[config.mk]
export PLATFORM = sky130hd
export DESIGN_NAME = branch_unit
export DESIGN_NICKNAME = d
export VERILOG_FILES = /design/src/rtl/branch_unit_pkg.sv /design/src/rtl/branch_cond_eval.sv /design/src/rtl/branch_target_calc.sv /design/src/rtl/branch_unit.sv
export SDC_FILE = /design/constraint.sdc
export NUM_CORES = 1
export LEC_CHECK = 0
export ABC_AREA = 1
export BUFFER_PORTS_ARGS = -buffer_cell sky130_fd_sc_hd__buf_2
export CAP_MARGIN = 20
export CORE_AREA = 2 2 87 72
export CTS_BUF_LIST = sky130_fd_sc_hd__clkbuf_4
export CTS_CLUSTER_SIZE = 16
export DETAILED_ROUTE_END_ITERATION = 16
export DIE_AREA = 0 0 89 74
export GPL_TIMING_DRIVEN = 0
export PLACE_DENSITY = 0.78
export SETUP_SLACK_MARGIN = 0.02
export SLEW_MARGIN = 15
export SYNTH_ARGS = -nofsm -noshare
export SYNTH_HDL_FRONTEND = slang
export SYNTH_SLANG_ARGS = --single-unit
export TNS_END_PERCENT = 20
[constraint.sdc]
create_clock -name clk -period 2.2 [get_ports clk]
set_input_delay 0.33 -clock clk [delete_from_list [all_inputs] [get_ports clk]]
set_output_delay 0.33 -clock clk [all_outputs]
set_load 0.02 [all_outputs]
[src/rtl/branch_unit_pkg.sv]
package branch_unit_pkg;
   localparam int FLAG_C = 0;
   localparam int FLAG_Z = 1;
   localparam int FLAG_N = 2;
   localparam int FLAG_V = 3;

   typedef enum logic [3:0] {
      COND_ALWAYS   = 4'd0,
      COND_CARRY_LO = 4'd1,
      COND_CARRY_HI = 4'd2,
      COND_EQUAL    = 4'd3,
      COND_UNEQUAL  = 4'd4,
      COND_MINUS    = 4'd5,
      COND_PLUS     = 4'd6,
      COND_OVFL     = 4'd7,
      COND_NO_OVFL  = 4'd8
   } cond_code_t;
endpackage

[src/rtl/branch_cond_eval.sv]
module branch_cond_eval
   import branch_unit_pkg::*;
#(
   parameter int SEL_W  = 4,
   parameter int FLAG_W = 4
) (
   input  logic [SEL_W-1:0]  sel,
   input  logic [FLAG_W-1:0] flags,
   output logic              taken
);
   initial begin
      if (SEL_W != 4)  $error("branch_cond_eval: SEL_W must be 4");
      if (FLAG_W != 4) $error("branch_cond_eval: FLAG_W must be 4");
   end

   always_comb begin
      case (sel)
         COND_ALWAYS:   taken = 1'b1;
         COND_CARRY_LO: taken = ~flags[FLAG_C];
         COND_CARRY_HI: taken =  flags[FLAG_C];
         COND_EQUAL:    taken =  flags[FLAG_Z];
         COND_UNEQUAL:  taken = ~flags[FLAG_Z];
         COND_MINUS:    taken =  flags[FLAG_N];
         COND_PLUS:     taken = ~flags[FLAG_N];
         COND_OVFL:     taken =  flags[FLAG_V];
         COND_NO_OVFL:  taken = ~flags[FLAG_V];
         default:       taken = 1'b0;
      endcase
   end
endmodule

[src/rtl/branch_target_calc.sv]
module branch_target_calc #(
   parameter int PC_W        = 24,
   parameter int DISP_W      = 8,
   parameter int SCALE_SHIFT = 1,
   parameter int ALIGN_BITS  = 1
) (
   input  logic [PC_W-1:0]   pc,
   input  logic [DISP_W-1:0] disp,
   output logic [PC_W-1:0]   target
);
   localparam int EXT_W = PC_W - DISP_W;

   initial begin
      if (PC_W <= DISP_W + SCALE_SHIFT)
         $error("branch_target_calc: PC_W too small for scaled displacement");
      if (ALIGN_BITS < 0 || ALIGN_BITS >= PC_W)
         $error("branch_target_calc: ALIGN_BITS out of range");
   end

   logic [PC_W-1:0] disp_ext;
   logic [PC_W-1:0] disp_scaled;
   logic [PC_W-1:0] sum;
   logic [PC_W-1:0] align_mask;

   assign disp_ext    = {{EXT_W{disp[DISP_W-1]}}, disp};
   assign disp_scaled = disp_ext << SCALE_SHIFT;
   assign sum         = pc + disp_scaled;
   assign align_mask  = {PC_W{1'b1}} << ALIGN_BITS;
   assign target      = sum & align_mask;
endmodule

[src/rtl/branch_unit.sv]
module branch_unit #(
   parameter int PC_W        = 24,
   parameter int DISP_W      = 8,
   parameter int SEL_W       = 4,
   parameter int FLAG_W      = 4,
   parameter int SCALE_SHIFT = 1,
   parameter int ALIGN_BITS  = 1,
   parameter bit REG_OUT     = 1'b1
) (
   input  logic              clk,
   input  logic              rst_n,
   input  logic              req_valid,
   input  logic [SEL_W-1:0]  req_cond,
   input  logic [FLAG_W-1:0] req_flags,
   input  logic [PC_W-1:0]   req_pc,
   input  logic [DISP_W-1:0] req_disp,
   output logic              res_valid,
   output logic              res_taken,
   output logic [PC_W-1:0]   res_pc
);
   logic            cond_hit;
   logic [PC_W-1:0] tgt_pc;
   logic [PC_W-1:0] nxt_pc;

   branch_cond_eval #(.SEL_W(SEL_W), .FLAG_W(FLAG_W)) u_cond (
      .sel   (req_cond),
      .flags (req_flags),
      .taken (cond_hit)
   );

   branch_target_calc #(
      .PC_W(PC_W), .DISP_W(DISP_W),
      .SCALE_SHIFT(SCALE_SHIFT), .ALIGN_BITS(ALIGN_BITS)
   ) u_tgt (
      .pc     (req_pc),
      .disp   (req_disp),
      .target (tgt_pc)
   );

   assign nxt_pc = cond_hit ? tgt_pc : req_pc;

   generate
      if (REG_OUT) begin : g_reg
         always_ff @(posedge clk) begin
            if (!rst_n) begin
               res_valid <= 1'b0;
               res_taken <= 1'b0;
               res_pc    <= '0;
            end else begin
               res_valid <= req_valid;
               if (req_valid) begin
                  res_taken <= cond_hit;
                  res_pc    <= nxt_pc;
               end
            end
         end
      end else begin : g_comb
         assign res_valid = req_valid;
         assign res_taken = req_valid & cond_hit;
         assign res_pc    = nxt_pc;
      end
   endgenerate
endmodule

==> impl_metrics.json, run 1 <==
{
  "cp-start-kind": "input port",
  "synth-main-ff-cell": "dfxtp_1",
  "holdBufCountCts": 0,
  "critPathArrivalTime_ps": 2150,
  "vias_per_cell": 4.904,
  "drive_above_1_share_pct": 18.39,
  "overflow": 0,
  "grt_first_pass_wirelength_um": 13590,
  "cap_viol_max_count": 0,
  "ys_ff_latch": 26,
  "crit_path_frequent_cell": "nand2_1",
  "yosysWarnings": 0,
  "cp_cell_sequence": "buf_2 > ha_1 > nand2_1 > inv_1 > a21oi_1 > nor2_1 > nor2_1 > nand2_1 > nand2_1 > nand3_1 > nand2_1 > a21oi_1",
  "syn_avg_cell_area_um2": 5.647,
  "hold_class": "input port to register",
  "dr.pass1.iters": 5,
  "required_ps": 2410,
  "min_period_ps": 1938,
  "nFillCells": 634,
  "htree_levels": 1,
  "vdd_drop_max_uv": 221.5,
  "preCtsSetupSlack_ps": -71.66,
  "slew_viol_final": 0,
  "finalSetupViolations": 0,
  "yosysMostFrequentCell": "nand2_1",
  "drt_iter0_drc": 248,
  "fmax_mhz": 516.0,
  "multiInputGateArea_um2": 1979,
  "clock_latency_ps": 330,
  "post-synth-top-area-cell": "nand2_1",
  "nNetsFinal": 666,
  "clockBufferDepth": 2,
  "ys_seq_area_share_pct": 17.46,
  "skew_ps": 0,
  "die_x_um": 89,
  "ys_types": 31,
  "synthTopCellsByArea": "nand2_1, dfxtp_1, inv_1, ha_1, nand3_1",
  "path_max_fanout": 16,
  "dieHeight_um": 74,
  "path_clk_slew_ps": 130,
  "drt-total-wl_um": 8270,
  "grtUsageTotal_pct": 26.14,
  "clkSinkCount": 26,
  "cts_buffers": 3,
  "async_reset_ff_share_pct": 0,
  "netlist_area_um2": 2982,
  "dieArea_um2": 6586,
  "gp_congestion": 0.9497,
  "synth.net_count": 594,
  "layout_setup_ws_ps": 262.2,
  "worst_slew_pin_slew_ps": 530.1,
  "portBuffers": 67,
  "rsz0062_at_grt": "false",
  "power_density_nw_per_um2": 433.2,
  "synth_top_area_share_pct": 24.67,
  "critical_path_class": "input port to register",
  "final_antenna_net_count": 0,
  "start_util_pct": 51.80,
  "p_leak_uw": 0.002033,
  "antenna_found_initial": 0,
  "area_growth_syn_to_layout_pct": 15.40,
  "cts_tree": "built",
  "crit_slowest_cell": "ha_1",
  "io_pins": 69,
  "drc_errors": 0,
  "clockRootBuffer": "clkbuf_4",
  "netlist_instances": 528,
  "post_drt_wl_per_cell_um": 12.18,
  "coreArea_um2": 5756,
  "grt_max_degree": 17,
  "finalCritPeriodShare_pct": 88.08,
  "slew_headroom_pct": 64.66,
  "num_vias": 3330,
  "synthTopCellsByCount": "nand2_1, inv_1, nor2_1",
  "fin_setup_tns_ps": 0,
  "end_kind": "register",
  "antenna_cells": 0,
  "std_cell_rows": 25,
  "grt_pass1_vias": 3000,
  "hold_viol": 0,
  "status": "completed",
  "dpl.hpwl_um": 7108,
  "fin_util_pct": 59.78,
  "critPathMaxStageDelay_ps": 360,
  "holdWs_ps": 233.4,
  "ctsResizeCount": 0,
  "synth_edf_count": 0,
  "seq_area_um2": 520.5,
  "cts_setup_buffers": 0
}
-- per-layer routing --
metal / vias up / track usage, % / routed length, um
li1: 1768 / - / -
met1: 1449 / 38.84 / 4077
met2: 102 / 41.04 / 3519
met3: 11 / 2.442 / 564
met4: 0 / 6.136 / 108
met5: - / 0 / 0
-- worst paths after layout --
| kind | startpoint | to | slack (ps) | depth (start not counted) |
|---|---|---|---|---|
| worst max-delay path | req_disp[7] | res_pc[16]$_SDFFE_PN0P_ | 260 | 12 |
| worst min-delay path | rst_n | res_valid$_SDFF_PN0_ | 230 | 3 |
| worst max register to register | res_pc[7]$_SDFFE_PN0P_ | res_pc[7]$_SDFFE_PN0P_ | 1520 | 4 |
| worst min register to register | res_pc[23]$_SDFFE_PN0P_ | res_pc[23]$_SDFFE_PN0P_ | 470 | 2 |
-- critical path: cells and delay by family --
kind,cells,cell delay [ps]
AO/OA/AOI/OAI,2,340
adder cells (fa/ha/maj),1,360
buffers and inverters,2,370
AND/OR/NAND/NOR,7,740
-- layout by cell type, fill, tap and decap left out, drive strengths merged --
master and n:
a31oi 2, xor2 2, nand3b 1, ha 22
o21ai 9, inv 106, nand2 199, nand3 41
dfxtp 26, xnor2 6, fa 1, a21oi 47
o31ai 1, or2 1, nand4 4, nor3 4
o211ai 4, clkbuf 8, nor2 40, buf 74
-- where the power goes --
| part | internal, uW | leakage, uW | switching, uW |
|---|---|---|---|
| clock | 64.4 | 0.0000138 | 135 |
| sequential | 508 | 0.000215 | 17.2 |
| combinational | 274 | 0.00180 | 492 |
| total | 847 | 0.00203 | 644 |
-- per-stage QoR --
step	power, uW	cell area [um^2]	cells
finish	1491	3441	679
global route	1612	3441	679
CTS	1481	3441	679
detailed placement	1293	3418	676
global placement	1277	3418	676
floorplan	1078	2982	528
-- state kept, by name, indices dropped and copies added, names as in the netlist --
name       count
res_valid      1
res_taken      1
res_pc        24
-- kinds of logic (layout without fill, tap and decap cells) --
kind of cell,count (synthesis),after routing,synth area share (%)
flops,26,26,17.46
xor+xnor,8,8,2.350
fa+ha+maj,23,23,9.903
simple gates,290,290,40.45
compound gates,63,63,13.68
buf+inv,118,188,16.16
-- cell type report --
type / instances / share of cell area, %
Buffer: 12 / 2.364
Clock buffer: 3 / 0.6545
Timing Repair Buffer: 67 / 9.745
Inverter: 106 / 11.64
Sequential cell: 26 / 15.13
Tap cell: 81 / 2.945
Multi-Input combinational cell: 384 / 57.53
Note: power is estimated with default switching activity, not from simulation.
==> run 2: changes to the inputs <==
--- a/config.mk
+++ b/config.mk
@@ -8,13 +8,15 @@
 export ABC_AREA = 1
 export BUFFER_PORTS_ARGS = -buffer_cell sky130_fd_sc_hd__buf_2
 export CAP_MARGIN = 20
-export CORE_AREA = 2 2 87 72
+export CELL_PAD_IN_SITES_DETAIL_PLACEMENT = 0
+export CELL_PAD_IN_SITES_GLOBAL_PLACEMENT = 1
+export CORE_AREA = 2 2 103 85
 export CTS_BUF_LIST = sky130_fd_sc_hd__clkbuf_4
 export CTS_CLUSTER_SIZE = 16
 export DETAILED_ROUTE_END_ITERATION = 16
-export DIE_AREA = 0 0 89 74
+export DIE_AREA = 0 0 105 87
 export GPL_TIMING_DRIVEN = 0
-export PLACE_DENSITY = 0.78
+export PLACE_DENSITY_LB_ADDON = 0.1
 export SETUP_SLACK_MARGIN = 0.02
 export SLEW_MARGIN = 15
 export SYNTH_ARGS = -nofsm -noshare
==> run 2 against run 1 <==
Effect of this change:
- total power grew 0.63%
- combinational power grew 0.8%
- worst setup slack lost 12 ps
- worst hold slack gained 10 ps
- cell area grew 1.2%
- critical path type unchanged
- largest cell class unchanged
- largest power group unchanged
==> impl_metrics.json, run 2 (synthesis results as in run 1) <==
{
  "status": "completed",
  "end_kind": "register",
  "dr.pass1.iters": 4,
  "rsz0062_at_grt": "false",
  "grtUsageTotal_pct": 19.75,
  "final_cell_mix": "nand2_1, inv_1, buf_2",
  "antenna_cells": 0,
  "cts_tree": "built",
  "ff2ff_setup_slack_ps": 1490,
  "num_vias": 3244,
  "switching_share_pct": 43.39,
  "min_period_ps": 1950,
  "required_ps": 2400,
  "netSwitchingPower_uw": 650.9,
  "drt-total-wl_um": 8929,
  "dpl_cell_area_um2": 3457,
  "hp-start": "rst_n",
  "grt_max_degree": 17,
  "skew_ps": 0,
  "hold_class": "input port to register",
  "largest_register": "res_pc",
  "cp-start-kind": "input port",
  "htree_levels": 1,
  "dieHeight_um": 87,
  "intPower_uw": 849.2,
  "finalCritPeriodShare_pct": 88.61,
  "fmax_mhz": 512.9,
  "clockRootBuffer": "clkbuf_4",
  "cap_viol_max_count": 0,
  "min_path_cells": 3,
  "critical_path_class": "input port to register",
  "area_growth_syn_to_layout_pct": 16.83,
  "power_density_nw_per_um2": 430.7,
  "startpoint": "req_pc[1]",
  "vias_per_cell": 4.563,
  "clkSinkCount": 26,
  "preCtsSetupSlack_ps": -81.95,
  "rr_worst_depth": 2,
  "gp_congestion": 0.8658,
  "hold_viol": 0,
  "path_max_fanout": 3,
  "std_cell_rows": 30,
  "drt_iter0_drc": 177,
  "dieArea_um2": 9135,
  "io_pins": 69,
  "seqPwrFrac_pct": 35.0,
  "grt_first_pass_wirelength_um": 14210,
  "p_leak_uw": 0.002034,
  "finalSetupViolations": 0,
  "final_area_um2": 3483,
  "coreArea_um2": 8183,
  "nFillCells": 977,
  "clock_latency_ps": 310,
  "fin_setup_tns_ps": 0,
  "ctsResizeCount": 0,
  "clockBufferDepth": 2,
  "hold_end": "res_valid$_SDFF_PN0_",
  "cts_buffers": 3,
  "r2r_start": "res_pc[22]$_SDFFE_PN0P_",
  "drc_errors": 0,
  "start_util_pct": 36.44,
  "p_comb_share_pct": 51.5,
  "drive_above_1_share_pct": 18.36,
  "largestRegisters": "res_pc x24, res_taken x1, res_valid x1",
  "layout_commonest_cell": "nand2_1",
  "die_x_um": 105,
  "overflow": 0,
  "antenna_found_initial": 0,
  "post_drt_wl_per_cell_um": 12.56,
  "largest_reg_flops": 24,
  "layout_setup_ws_ps": 250.5,
  "dp.cells": 707,
  "slew_viol_final": 0,
  "nNetsFinal": 666,
  "portBuffers": 67,
  "reg2reg_to": "res_pc[22]$_SDFFE_PN0P_",
  "power.share.clock_pct": 13.5,
  "worst_slew_pin_slew_ps": 545.8,
  "path_clk_slew_ps": 140,
  "holdBufCountCts": 0,
  "cts_setup_buffers": 0,
  "critPathArrivalTime_ps": 2150,
  "slew_headroom_pct": 63.61,
  "stdcell_count": 711,
  "final_antenna_net_count": 0,
  "dpl.hpwl_um": 7683,
  "grt_pass1_vias": 2918,
  "vdd_drop_max_uv": 210.1
}
run 2: worst max-delay path by stage:
| stage | depth (start not counted) | endpoint | slack [ps] |
|---|---|---|---|
| after floorplan | 13 | res_pc[17]$_SDFFE_PN0P_ | 370 |
| after global routing | 14 | res_pc[17]$_SDFFE_PN0P_ | 100 |
| after CTS | 14 | res_pc[17]$_SDFFE_PN0P_ | 270 |
| final | 14 | res_pc[17]$_SDFFE_PN0P_ | 250 |
| after global placement | 14 | res_pc[17]$_SDFFE_PN0P_ | -50 |
| after detailed placement | 14 | res_pc[17]$_SDFFE_PN0P_ | -80 |
run 2: metrics by stage:
stage	power [uW]	util, %	hold slack [ps]
after global placement	1300	42.25	450.0
after detailed placement	1308	42.25	454.3
after CTS	1508	42.57	234.9
after global routing	1637	42.57	264.8
after floorplan	1078	-	427.6
final	1500	42.57	243.6
run 2: metal layers:
metal | GRT usage [%] | wire, um | vias to the layer above
li1 | - | - | 1765
met1 | 29.99 | 4839 | 1426
met2 | 30.99 | 3719 | 51
met3 | 1.346 | 338 | 2
met4 | 3.273 | 31 | 0
met5 | 0 | 0 | -
run 2: critical path: stages:
cell	delay [ps]
buf_2	90
ha_1	250
inv_1	80
fa_1	390
inv_1	110
nand3_1	70
nand3_1	160
nand2_1	80
nand2_1	120
nand2_1	80
nand3_1	80
nand2_1	60
o21ai_1	170
a21oi_1	80
run 2: area by class of cell:
cell class,count,area (um^2),share of cell area (%)
Sequential cell,26,520.5,14.94
Inverter,106,400.4,11.49
Clock buffer,3,22.52,0.6466
Clock inverter,1,3.754,0.1078
Tap cell,112,140.1,4.023
Buffer,12,81.33,2.335
Multi-Input combinational cell,384,1979,56.82
Timing Repair Buffer,67,335.3,9.626
run 2: power by group through the flow:
stage / Combinational [uW] / Sequential [uW] / Clock, uW
after floorplan: 495 / 583 / 0
after global placement: 765 / 534 / 0
after detailed placement: 772 / 536 / 0
after CTS: 774 / 526 / 209
after global routing: 870 / 531 / 236
final: 772 / 525 / 202
==> run 3: changes to the inputs <==
--- a/config.mk
+++ b/config.mk
@@ -5,16 +5,15 @@
 export SDC_FILE = /design/constraint.sdc
 export NUM_CORES = 1
 export LEC_CHECK = 0
-export ABC_AREA = 1
 export BUFFER_PORTS_ARGS = -buffer_cell sky130_fd_sc_hd__buf_2
 export CAP_MARGIN = 20
 export CELL_PAD_IN_SITES_DETAIL_PLACEMENT = 0
 export CELL_PAD_IN_SITES_GLOBAL_PLACEMENT = 1
-export CORE_AREA = 2 2 103 85
+export CORE_AREA = 2 2 90 75
 export CTS_BUF_LIST = sky130_fd_sc_hd__clkbuf_4
 export CTS_CLUSTER_SIZE = 16
 export DETAILED_ROUTE_END_ITERATION = 16
-export DIE_AREA = 0 0 105 87
+export DIE_AREA = 0 0 92 77
 export GPL_TIMING_DRIVEN = 0
 export PLACE_DENSITY_LB_ADDON = 0.1
 export SETUP_SLACK_MARGIN = 0.02
==> run 3 against run 2 <==
Effect of this change:
- register-to-register slack lost 90 ps
- flip-flop and latch count is the same
- cell area shrank 19%
- critical path depth shrank 3
- critical path type unchanged
- global-route usage grew 0.64 points
- non-clock buffer count is the same
- final cell count shrank 37%
- clock power grew 5%
==> impl_metrics.json, run 3 <==
{
  "status": "completed",
  "p_comb_share_pct": 47.6,
  "portBuffers": 67,
  "yosys.area_share.simple_pct": 16.69,
  "dieArea_um2": 7084,
  "synth_top_family_by_area": "compound AO/OA/AOI/OAI gates",
  "drt-total-wl_um": 6932,
  "io_pins": 69,
  "switching_share_pct": 40.27,
  "std_cell_rows": 26,
  "netlist_instances": 294,
  "dp.cells": 445,
  "slew_viol_final": 0,
  "yosysMostFrequentCell": "a21oi_1",
  "htree_levels": 1,
  "drc_errors": 0,
  "required_ps": 2430,
  "antenna_cells": 0,
  "cap_viol_max_count": 0,
  "seqPwrFrac_pct": 37.5,
  "final_cell_mix": "buf_2, a21oi_1, nand2_1",
  "drt_iter0_drc": 114,
  "ff2ff_setup_slack_ps": 1400,
  "coreArea_um2": 6181,
  "post-synth-top-area-cell": "dfxtp_1",
  "ys_types": 51,
  "die_x_um": 92,
  "ys_seq_area_share_pct": 22.40,
  "yosysWarnings": 0,
  "intPower_uw": 851.6,
  "p_leak_uw": 0.001339,
  "path_max_fanout": 3,
  "syn_avg_cell_area_um2": 7.903,
  "synth_top_area_share_pct": 22.40,
  "gp_congestion": 0.8729,
  "start_util_pct": 37.59,
  "vias_per_cell": 5.224,
  "synth_edf_count": 0,
  "synth.mux.area_fraction_pct": 4.039,
  "grtUsageTotal_pct": 20.39,
  "clockBufferDepth": 2,
  "num_vias": 2335,
  "power.share.clock_pct": 14.9,
  "hold_viol": 0,
  "final_antenna_net_count": 0,
  "synthAdderAreaFrac_pct": 12.71,
  "layout_commonest_cell": "buf_2",
  "netlist_area_um2": 2323,
  "hold_class": "input port to register",
  "synth_compound_area_share_pct": 32.26,
  "largestRegisters": "res_pc x24, res_taken x1, res_valid x1",
  "clkSinkCount": 26,
  "drive_above_1_share_pct": 25.34,
  "largest_reg_flops": 24,
  "synth.net_count": 360,
  "critical_path_class": "input port to register",
  "nNetsFinal": 431,
  "path_clk_slew_ps": 150,
  "p_total_uw": 1426,
  "clockRootBuffer": "clkbuf_4",
  "ys_ff_latch": 26,
  "grt_pass1_vias": 2153,
  "dieHeight_um": 77,
  "min_period_ps": 2150,
  "slew_headroom_pct": 54.78,
  "crit_slowest_cell": "fa_1",
  "dr.pass1.iters": 4,
  "post_drt_wl_per_cell_um": 15.51,
  "cp-start-kind": "input port",
  "crit_buf_inv": 2,
  "overflow": 0,
  "end_kind": "register",
  "synthTopCellsByCount": "a21oi_1, nand2_1, dfxtp_1",
  "power_density_nw_per_um2": 503.5,
  "antenna_found_initial": 0,
  "critPathMaxStageDelay_ps": 400,
  "synth-xor-area-share_pct": 7.539,
  "critPathArrivalTime_ps": 2380,
  "area_growth_syn_to_layout_pct": 21.86,
  "cts_buffers": 3,
  "grt_first_pass_wirelength_um": 11540,
  "largest_register": "res_pc",
  "cp_cell_sequence": "buf_2 > ha_1 > inv_1 > fa_1 > nand2b_1 > a21o_1 > a211oi_2 > o21ai_2 > o21ai_1 > xnor2_1 > a21oi_1",
  "finalSetupViolations": 0,
  "netSwitchingPower_uw": 574.1,
  "cts_tree": "built",
  "synthTopCellsByArea": "dfxtp_1, ha_1, a21oi_1, nand2_1, o21ai_0",
  "skew_ps": 0,
  "clock_latency_ps": 320,
  "stdcell_count": 447,
  "fmax_mhz": 465.2,
  "synth-main-ff-cell": "dfxtp_1",
  "rsz0062_at_grt": "true",
  "worst_slew_pin_slew_ps": 678.3,
  "grt_max_degree": 17,
  "fin_setup_tns_ps": 0,
  "dpl.hpwl_um": 5527,
  "vdd_drop_max_uv": 134.0,
  "async_reset_ff_share_pct": 0,
  "critical-path-top-delay-family": "compound AO/OA/AOI/OAI gates",
  "finalCritPeriodShare_pct": 97.72
}
## run 3: changes by cell type after synthesis, moves of 7 or more
cell	change
nand2_1	-166
xor2_1	+9
a21oi_2	-14
inv_1	-90
o21ai_0	+16
nor2_1	-27
a21o_1	+7
o211a_1	+7
nand3_1	-25
## run 3: final cells by class
class	count	area [um^2]
fill	648	3349
multi-input combinational	243	1748
sequential	26	520.5
timing repair buffer	67	337.8
tap	84	105.1
buffer	12	52.55
inverter	12	45.04
clock buffer	3	22.52
## run 3: repair_timing
item	CTS	global route
buffers inserted	0	0
setup endpoints to repair	4	11
resized for setup	4	8
hold buffers	0	0
pin swaps	0	2
## run 3: worst reg2reg max path, stage by stage (launching register included)
cell,delay (ps)
dfxtp_1,340
a221oi_1,290
nor2b_1,80
## run 3: final timing paths
| check | start | end | cells past startpoint |
|---|---|---|---|
| min | req_pc[0] | res_pc[0]$_SDFFE_PN0P_ | 3 |
| min reg2reg | res_pc[0]$_SDFFE_PN0P_ | res_pc[0]$_SDFFE_PN0P_ | 2 |
| max | req_pc[1] | res_pc[23]$_SDFFE_PN0P_ | 11 |
| max reg2reg | res_pc[15]$_SDFFE_PN0P_ | res_pc[15]$_SDFFE_PN0P_ | 2 |
## run 3: layer usage
metal	share of wire [%]	GRT usage [%]
met5	0	0
met4	0.50	4.030
met3	5.4	2.358
met2	39	28.82
met1	55	32.73
## run 3: cells by family after synthesis
| kind of cell | count (synthesis) |
|---|---|
| DFF | 26 |
| AOI/OAI and AO/OA | 112 |
| buffers and inverters | 25 |
| xor gates and xnor gates | 20 |
| adders and majority gates | 23 |
| muxes | 8 |
| and+or+nand+nor | 80 |
## run 3: power by group through the flow
stage | Clock [uW] | Combinational [uW] | Sequential [uW]
floorplan | 0 | 405 | 595
global placement | 0 | 663 | 543
detailed placement | 0 | 660 | 545
CTS | 218 | 670 | 534
global route | 237 | 759 | 540
finish | 212 | 679 | 535
## run 3: metrics by stage
stage	setup slack [ps]	hold slack (ps)	utilization [%]	instance area (um^2)
2_1_floorplan	44.61	480.6	-	2323
3_3_place_gp	-453.1	443.5	44.72	2764
6_report	50.20	255.0	45.81	2831
5_1_grt	-101.5	253.1	45.81	2831
3_5_place_dp	-412.2	454.9	44.72	2764
4_1_cts	18.14	251.0	45.30	2800
